`src/rtl/asram_bus_ctrl.sv`:
```
`timescale 1ns/1ps
module asram_bus_ctrl #(
  parameter int NCS = 6,
  parameter int AW = 20,
  parameter int DW = 32,
  parameter int PGW = 4,
  localparam int CSW = (NCS > 1) ? $clog2(NCS) + ((2**$clog2(NCS) == NCS) ? 1 : 0) : 1
) (
  input  logic           clk,
  input  logic           rst_n,
  input  logic           cfg_we,
  input  logic [1:0]     cfg_sel,
  input  logic [CSW-1:0] cfg_idx,
  input  logic [31:0]    cfg_wdata,
  input  logic           req_valid,
  input  logic           req_write,
  input  logic [CSW-1:0] req_cs,
  input  logic [AW-1:0]  req_addr,
  input  logic [DW-1:0]  req_wdata,
  output logic           req_ready,
  output logic [DW-1:0]  req_rdata,
  output logic           req_err,
  output logic [NCS-1:0] bus_cs_n,
  output logic           bus_oe_n,
  output logic           bus_we_n,
  output logic           bus_adv_n,
  output logic [AW-1:0]  bus_addr,
  output logic [DW-1:0]  bus_dq_out,
  output logic           bus_dq_oe,
  input  logic [DW-1:0]  bus_dq_in
);
  localparam int CNTW = $clog2(255 + 16 + 18 + 1);
  localparam int PGN = AW - PGW;

  typedef enum logic [2:0] {S_IDLE, S_REC, S_ADV, S_AHLD, S_SETUP, S_ACT, S_WHLD, S_DONE} st_t;

  st_t             st;
  logic [31:0]     slow_q [NCS];
  logic [6:0]      fast_q [NCS];
  logic [PGN-1:0]  pg_q [NCS];
  logic [NCS-1:0]  en_q, pv_q, pd_q;
  logic            rdl_q, wr_q, first_q, err_q;
  logic [CSW-1:0]  lcs_q, cs_q;
  logic [AW-1:0]   addr_q;
  logic [DW-1:0]   wdata_q, rdata_q;
  logic [CNTW-1:0] cnt;

  wire hit       = (int'(req_cs) < NCS) && en_q[req_cs];
  wire req_first = !pv_q[req_cs] || (pg_q[req_cs] != req_addr[AW-1:PGW]) || (pd_q[req_cs] != req_write);
  wire need_rec  = rdl_q && ((lcs_q != req_cs) || req_write);

  wire [31:0] sl = slow_q[cs_q];
  wire [6:0]  fs = fast_q[cs_q];

  wire [CNTW-1:0] setup_n = CNTW'(fs[6:3]) + CNTW'(fs[2:1]);
  wire [CNTW-1:0] act_n   = CNTW'(first_q ? (wr_q ? sl[23:16] : sl[15:8]) : 8'd0)
                          + CNTW'(wr_q ? sl[7:4] : sl[3:0]) + CNTW'(1);
  wire [CNTW-1:0] hold_n  = CNTW'(sl[27:24]);
  wire            use_setup = !wr_q && (setup_n != '0);
  wire st_t       post_st   = use_setup ? S_SETUP : S_ACT;
  wire [CNTW-1:0] post_cnt  = use_setup ? setup_n - CNTW'(1) : act_n - CNTW'(1);

  wire busy = (st == S_ADV) || (st == S_AHLD) || (st == S_SETUP) || (st == S_ACT) || (st == S_WHLD);

  assign bus_cs_n   = busy ? ~(NCS'(1) << cs_q) : '1;
  assign bus_adv_n  = (st != S_ADV);
  assign bus_oe_n   = !((st == S_ACT) && !wr_q);
  assign bus_we_n   = !((st == S_ACT) && wr_q);
  assign bus_dq_oe  = wr_q && ((st == S_ACT) || (st == S_WHLD));
  assign bus_dq_out = wdata_q;
  assign bus_addr   = addr_q;
  assign req_ready  = (st == S_DONE);
  assign req_rdata  = rdata_q;
  assign req_err    = err_q;

  always_ff @(posedge clk or negedge rst_n) begin
    if (!rst_n) begin
      for (int i = 0; i < NCS; i++) begin
        slow_q[i] <= '0;
        fast_q[i] <= '0;
        pg_q[i]   <= '0;
      end
      en_q <= '0; pv_q <= '0; pd_q <= '0;
      rdl_q <= 1'b0; lcs_q <= '0;
      wr_q <= 1'b0; first_q <= 1'b0; err_q <= 1'b0; cs_q <= '0;
      addr_q <= '0; wdata_q <= '0; rdata_q <= '0;
      cnt <= '0;
      st <= S_IDLE;
    end else begin
      if (cfg_we) begin
        case (cfg_sel)
          2'd0: if (int'(cfg_idx) < NCS) slow_q[cfg_idx] <= cfg_wdata;
          2'd1: if (int'(cfg_idx) < NCS) fast_q[cfg_idx] <= {cfg_wdata[27:24], cfg_wdata[17:16], cfg_wdata[5]};
          2'd2: en_q <= cfg_wdata[NCS-1:0];
          default: ;
        endcase
      end
      case (st)
        S_IDLE: if (req_valid) begin
          wr_q    <= req_write;
          cs_q    <= req_cs;
          addr_q  <= req_addr;
          wdata_q <= req_wdata;
          rdata_q <= '0;
          err_q   <= !hit;
          if (!hit) st <= S_DONE;
          else begin
            first_q         <= req_first;
            pv_q[req_cs]    <= 1'b1;
            pd_q[req_cs]    <= req_write;
            pg_q[req_cs]    <= req_addr[AW-1:PGW];
            rdl_q           <= !req_write;
            lcs_q           <= req_cs;
            if (need_rec) begin
              st  <= S_REC;
              cnt <= CNTW'(slow_q[lcs_q][31:28]);
            end else st <= S_ADV;
          end
        end
        S_REC: if (cnt == '0) st <= S_ADV; else cnt <= cnt - CNTW'(1);
        S_ADV: if (fs[0]) st <= S_AHLD;
               else begin st <= post_st; cnt <= post_cnt; end
        S_AHLD: begin st <= post_st; cnt <= post_cnt; end
        S_SETUP: if (cnt == '0) begin st <= S_ACT; cnt <= act_n - CNTW'(1); end
                 else cnt <= cnt - CNTW'(1);
        S_ACT: if (cnt == '0) begin
          if (!wr_q) rdata_q <= bus_dq_in;
          if (wr_q && (hold_n != '0)) begin st <= S_WHLD; cnt <= hold_n - CNTW'(1); end
          else st <= S_DONE;
        end else cnt <= cnt - CNTW'(1);
        S_WHLD: if (cnt == '0) st <= S_DONE; else cnt <= cnt - CNTW'(1);
        S_DONE: st <= S_IDLE;
        default: st <= S_IDLE;
      endcase
    end
  end
endmodule

```
`config.mk`:
```
export PLATFORM = sky130hd
export DESIGN_NAME = asram_bus_ctrl
export DESIGN_NICKNAME = d
export VERILOG_FILES = /design/src/rtl/asram_bus_ctrl.sv
export SDC_FILE = /design/constraint.sdc
export NUM_CORES = 1
export LEC_CHECK = 0
export ABC_AREA = 1
export BUFFER_PORTS_ARGS = -buffer_cell sky130_fd_sc_hd__buf_2
export CAP_MARGIN = 10
export CELL_PAD_IN_SITES_DETAIL_PLACEMENT = 1
export CELL_PAD_IN_SITES_GLOBAL_PLACEMENT = 1
export CORE_MARGIN = 2
export CORE_UTILIZATION = 45
export DETAILED_ROUTE_END_ITERATION = 10
export PLACE_DENSITY_LB_ADDON = 0.1
export SYNTH_ARGS = -nofsm -noshare
export SYNTH_HDL_FRONTEND = slang
export SYNTH_SLANG_ARGS = --single-unit
```
`constraint.sdc`:
```
create_clock -name clk -period 4.5 [get_ports clk]
set_input_delay 0.9 -clock clk [delete_from_list [all_inputs] [get_ports clk]]
set_output_delay 0.9 -clock clk [all_outputs]
set_load 0.02 [all_outputs]
```
Yosys cells after proc, flatten, opt, wreduce, memory -nomap -nowiden
Index checks and enable logic that the tools add are counted.
- reductions and logical operators: 40
- shift operators: 1
- bitwise operators: 6
- equality and inequality tests: 24
- magnitude comparators: 10
- add/subtract/negate cells: 7
- multiplexer cells: 59
- operator list (cell ; count):
    32-bit binary-select mux with 3-bit select ; 2
    192-bit bitwise mux ; 1
    32-bit 2-to-1 mux ; 6
    96-bit bitwise mux ; 1
    32-bit demux with 3-bit select ; 1
    9-bit 2-to-1 mux ; 9
    32-bit one-hot mux with 2 select lines ; 1
    28-bit 2-to-1 mux ; 2
    9-bit one-hot mux with 6 select lines ; 1
    16-bit binary-select mux with 3-bit select ; 1
    16-bit demux with 3-bit select ; 1
    16-bit 2-to-1 mux ; 3
    42-bit bitwise mux ; 1
    3-bit one-hot mux with 8 select lines ; 1
    7-bit binary-select mux with 3-bit select ; 1
    7-bit demux with 3-bit select ; 1
    3-bit 2-to-1 mux ; 7
    7-bit 2-to-1 mux ; 3
    9-bit nonzero test ; 2
    9-bit by 1-bit subtractor with 9-bit output, second input constant ; 2
    4-bit greater-or-equal comparator, second input constant ; 4
    8-bit 2-to-1 mux ; 2
    16-bit inequality test ; 1
    3-bit NOT with 4-bit output ; 4
    other kinds (43) ; 89
- logic and storage cells: 179
- register bits: 454
- output and inout port bits: 96
- input port bits: 129

Logic depth before layout (Yosys ltp)
- word-level depth: 12
- depth in mapped cells: 22
- depth with buffers taken out: 20

Least setup slack after synthesis
OpenSTA, ideal clock, no wires.
- path type: register -> register
- start point: register cs_q[0]
- end point: register cnt[0]
- arrival: 3.082 ns
- data required time: 4.384 ns
- buffers on the path: 3
- stages on the path, launching flop included: 23
- setup slack: 1.301 ns
- clock period less this slack: 3.199 ns
- setup time: 0.116 ns
- path through: dfrtp_1 buf_4 inv_2 nor2_1 buf_4 clkbuf_1 a22oi_1 a21oi_1 a221o_1 ha_1 fa_1 inv_1 ha_1 inv_1 nor2_1 nand3_1 nand2_2 inv_1 nand2_1 nand3_1 nand2_1 nand2_1 nand2_1
- cells in the longest elaborated chain, start to end: 12
- elaborated cells between the ends (all ways): 29
- those cells by class: 6 x add/sub; 2 x eq/ne; 15 x mux; 1 x bitwise; 5 x reduce/logical
- ends and longest elaborated chain (item ; line ; text):
    from (decl) ; 43 ; logic [CSW-1:0] lcs_q, cs_q;
    from (signal assigned) ; 101 ; cs_q <= req_cs;
    3-bit NOT with 4-bit output (not written as such) * ; 52, 53 ;
    32-bit binary-select mux with 3-bit select ; 52 ; wire [31:0] sl = slow_q[cs_q];
    28-bit 2-to-1 mux (not written as such) (2 in series) ; 52 ;
    8-bit 2-to-1 mux (2 in series) ; 56 ; wire [CNTW-1:0] act_n = CNTW'(first_q ? (wr_q ? sl[23:16] : sl[15:8]) : 8'd0)
    8-bit by 4-bit adder with 9-bit output ; 57 ; + CNTW'(wr_q ? sl[7:4] : sl[3:0]) + CNTW'(1);
    9-bit by 1-bit adder with 9-bit output ; 57 ;
    9-bit by 1-bit subtractor with 9-bit output ; 61, 124 ;
    9-bit 2-to-1 mux ; 61 ; wire [CNTW-1:0] post_cnt = use_setup ? setup_n - CNTW'(1) : act_n - CNTW'(1);
    9-bit 2-to-1 mux ; 121 ; S_ADV: if (fs[0]) st <= S_AHLD;
    9-bit one-hot mux with 6 select lines ; 98 ; case (st)
    to (signal assigned) ; 122 ; else begin st <= post_st; cnt <= post_cnt; end
    to (signal assigned) ; 123 ; S_AHLD: begin st <= post_st; cnt <= post_cnt; end
    to (signal assigned) ; 125 ; else cnt <= cnt - CNTW'(1);
    to (decl) ; 46 ; logic [CNTW-1:0] cnt;
Mark *: on every way between the ends. The rest lies on a longest branch, timed or not. The select of a mux whose other input is x is not followed.
A chain may end at the register's enable or synchronous reset.

Worst setup path in the final report
- start point: register cs_q[0]
- end point: register cnt[6]
Same word-level chain as after synthesis.

==> summary.txt <==
Logic synthesis
  – Sequential element share of the synthesized area: 54.1%
  – Share of Yosys cell area claimed by the top area cell type: 54.1%
  – Post-Synthesis Cells: 2463
  – Post-synth net total: 2605
  – Count of flip-flops with a built-in enable after synthesis: 0
  – Count of yosys warnings during synthesis: 0
  – Ys flop type: dfrtp_1
  – Syn_area_per_cell: 8.52 um^2
  – Most common cell in the netlist: nand2_1
  – Proportion of register bits with asynchronous set or reset after synthesis: 100%
  – Commonest cells post-synth: 640 x nand2_1, 454 x dfrtp_1, 377 x o21ai_0
  – Post-synth top area cell: dfrtp_1
  – Synthesized cell area: 21000 um^2
  – Cell types with the largest area share after synthesis: dfrtp_1 54%, nand2_1 11%, o21ai_0 9.0%, inv_1 3.8%, nor2_1 3.5%
  – FF+latch count, synth: 454
  – Netlist cell types: 48

STA
  – RSZ-0062 raised after global routing: false
  – Min cycle time layout: 3860 ps
  – Setup slack after layout: 640 ps
  – Worst rel slew slack: 45.1%
  – Worst Clk Skew: 18.5 ps
  – Tcrit/Tclk final: 85.8%
  – Count of final hold-check violations: 0
  – Number of failing setup endpoints in the final timing report: 0
  – Final-layout worst hold slack: 336 ps
  – Setup TNS: 0 ps
  – Least-Margin Pin Slew: 823 ps
  – Number of pins with negative max-slew slack in the final report: 0
  – Fmax: 259 MHz

Floorplan
  – Initial Utilization: 45.4%
  – Total number of placement rows: 79
  – Horizontal extent of the die: 220 um
  – Standard cell core area: 46300 um^2
  – Boundary Pins: 225
  – Die ar.: 48400 um^2
  – Die span in y: 220 um

Detailed routing
  – Number of DRC markers after the initial detailed-route iteration: 1145
  – Drt drc: 0
  – Average vias per placed instance: 5.47
  – Post-detailed-route wirelength per cell: 20.2 um
  – Vias post-DR: 18100
  – First-pass iteration count of the detailed router: 5
  – Total wire length: 66600 um
  – Post-route antenna net violation count: 0

Power
  – Maximum VDD drop: 0.000331 V
  – Total Power: 16.0 mW
  – Pwr/cell area: 655 nW/um^2
  – Pleak: 12.0 nW

Place
  – Half-perimeter wire length of the detailed placement result: 44000 um
  – Cell area reported after detailed placement: 22800 um^2
  – Routability-driven placement congestion ratio: 0.838
  – Worst slack at placement: 676 ps
  – Post-placement cell count: 3214
  – Port Buffers: 224

Clocking
  – Number of post-CTS setup repair buffers: 0
  – Clock tree from TritonCTS: yes
  – Clock Tree Buf Depth: 3
  – Root buffer selected by CTS: clkbuf_16
  – Clock latency on the worst-skew pair: 610 ps
  – TritonCTS Buffers: 51
  – H-tree Lvls: 2
  – Clock slew seen by the registers of the worst setup and hold paths: 60 ps
  – Cts repair resizes: 0
  – Count of hold buffers inserted by post-cts repair: 0
  – Number of sinks driven by the clock tree: 454

Final layout
  – Number of cells in the finished layout apart from fillers: 3303
  – Post-route cell area: 24500 um^2
  – Share of layout cells above drive strength 1: 16.0%
  – Area added between synthesis and finish: 16.6%
  – Utilization after layout: 52.9%
  – Post-layout net count: 2802

Global route
  – Antenna violations before repair: 4
  – Via count of the first global-routing pass: 19300
  – Wire length of the first global-routing pass: 106000 um
  – GR Util All Layers: 28.0%
  – Maximum number of pins on one net before global-route repair: 94
  – Overflow after GRT: 0

Worst setup path
  – Critical path class: register to register
  – Worst Setup End Kind: register
  – Data required time at the worst endpoint: 5030 ps
  – Critical path peak fanout: 15
  – Category of the worst setup path launch point: register
  – Arrival time of data at the critical path endpoint: 4390 ps

Run status
  – Outcome: complete, no violations

Job
  – Max_cap viols: 0

Worst hold path
  – Type of the worst min-delay path: primary input to asynchronous set/reset pin
==> worst paths after layout <==
| check | cells after the start | slack [ps] | endpoint | start |
|---|---|---|---|---|
| hold / removal | 1 | 340 | slow_q[80]$_DFFE_PN0P_ | rst_n |
| max in group asynchronous | 2 | 3170 | pg_q[51]$_DFFE_PN0P_ | rst_n |
| setup reg to reg | 18 | 640 | cnt[6]$_DFFE_PN0P_ | cs_q[0]$_DFFE_PN0P_ |
| setup / recovery | 18 | 640 | cnt[6]$_DFFE_PN0P_ | cs_q[0]$_DFFE_PN0P_ |
| hold reg to reg | 2 | 450 | pv_q[0]$_DFFE_PN0P_ | pv_q[0]$_DFFE_PN0P_ |
| min in group clk | 2 | 450 | pv_q[0]$_DFFE_PN0P_ | pv_q[0]$_DFFE_PN0P_ |
==> critical path, cell delays in order (launching register included) <==
cell and delay (ps):
dfrtp_1 390, inv_2 270, nand2_1 540, o22ai_1 290, o21ai_0 180, a221oi_1 480
ha_1 320, fa_1 240, nand3_1 70, and2_1 190, nor2_1 200, nand2_1 70
nand2_1 60, nand2_1 70, o21ai_0 160, nand2_1 70, nand2_1 60, nand2_1 60
nand2_1 70
==> kinds of logic (layout without fill, tap and decap cells) <==
kind of cell / count (synthesis) / count (layout) / share of synthesized area [%]
other cells: 0 / 1 / 0
fa+ha+maj: 13 / 13 / 0.847
xor+xnor: 18 / 18 / 0.751
simple gates: 969 / 969 / 18.7
mux: 59 / 59 / 3.17
flops: 454 / 454 / 54.1
buf+inv: 357 / 589 / 6.78
compound gates: 593 / 593 / 15.6
==> cells in the final DEF (no fill, tap or decap), drive strengths merged, types with 15 or more instances in the layout <==
cell type,synthesis,final
o21ai,386,386
nand2,644,644
a22oi,24,24
nand3,88,88
o221ai,15,15
dfrtp,454,454
o22ai,20,20
o211ai,18,18
nor2,200,200
mux2,59,59
inv,223,227
buf,45,276
a21oi,93,93
nand4,15,15
clkbuf,87,75
==> final cells by class <==
type,count,area [um^2]
inverters,225,846
diodes,1,2.50
multi-input cells,1652,8220
flip-flops and latches,454,11400
repair buffers,276,1610
well taps,607,759
clock buffers,75,1510
fillers,5541,21800
clock inverters,13,155
==> flip-flops by register name (all words and copies together) (netlist names) <==
name        cells
pd_q            6
en_q            6
bus_dq_out     32
req_rdata      32
cnt             9
cs_q            3
rdl_q           1
lcs_q           3
wr_q            1
bus_addr       20
pv_q            6
fast_q         42
st              3
first_q         1
pg_q           96
req_err         1
slow_q        192
==> layer usage <==
layer | track usage (%) | vias to the layer above | wire length, um
met5 | 0 | - | 25
met4 | 7.85 | 6 | 1660
met3 | 4.61 | 113 | 2900
met2 | 47.3 | 352 | 32500
met1 | 37.1 | 9131 | 29500
li1 | - | 8458 | -
==> power breakdown <==
part           leakage [nW]  switching (mW)  internal (mW)
registers              5.73           0.630           5.17
logic                  5.49            4.08           1.93
clock network         0.825            1.73           2.48
total                  12.0            6.44           9.58
Note: power is estimated with default switching activity, not from simulation.
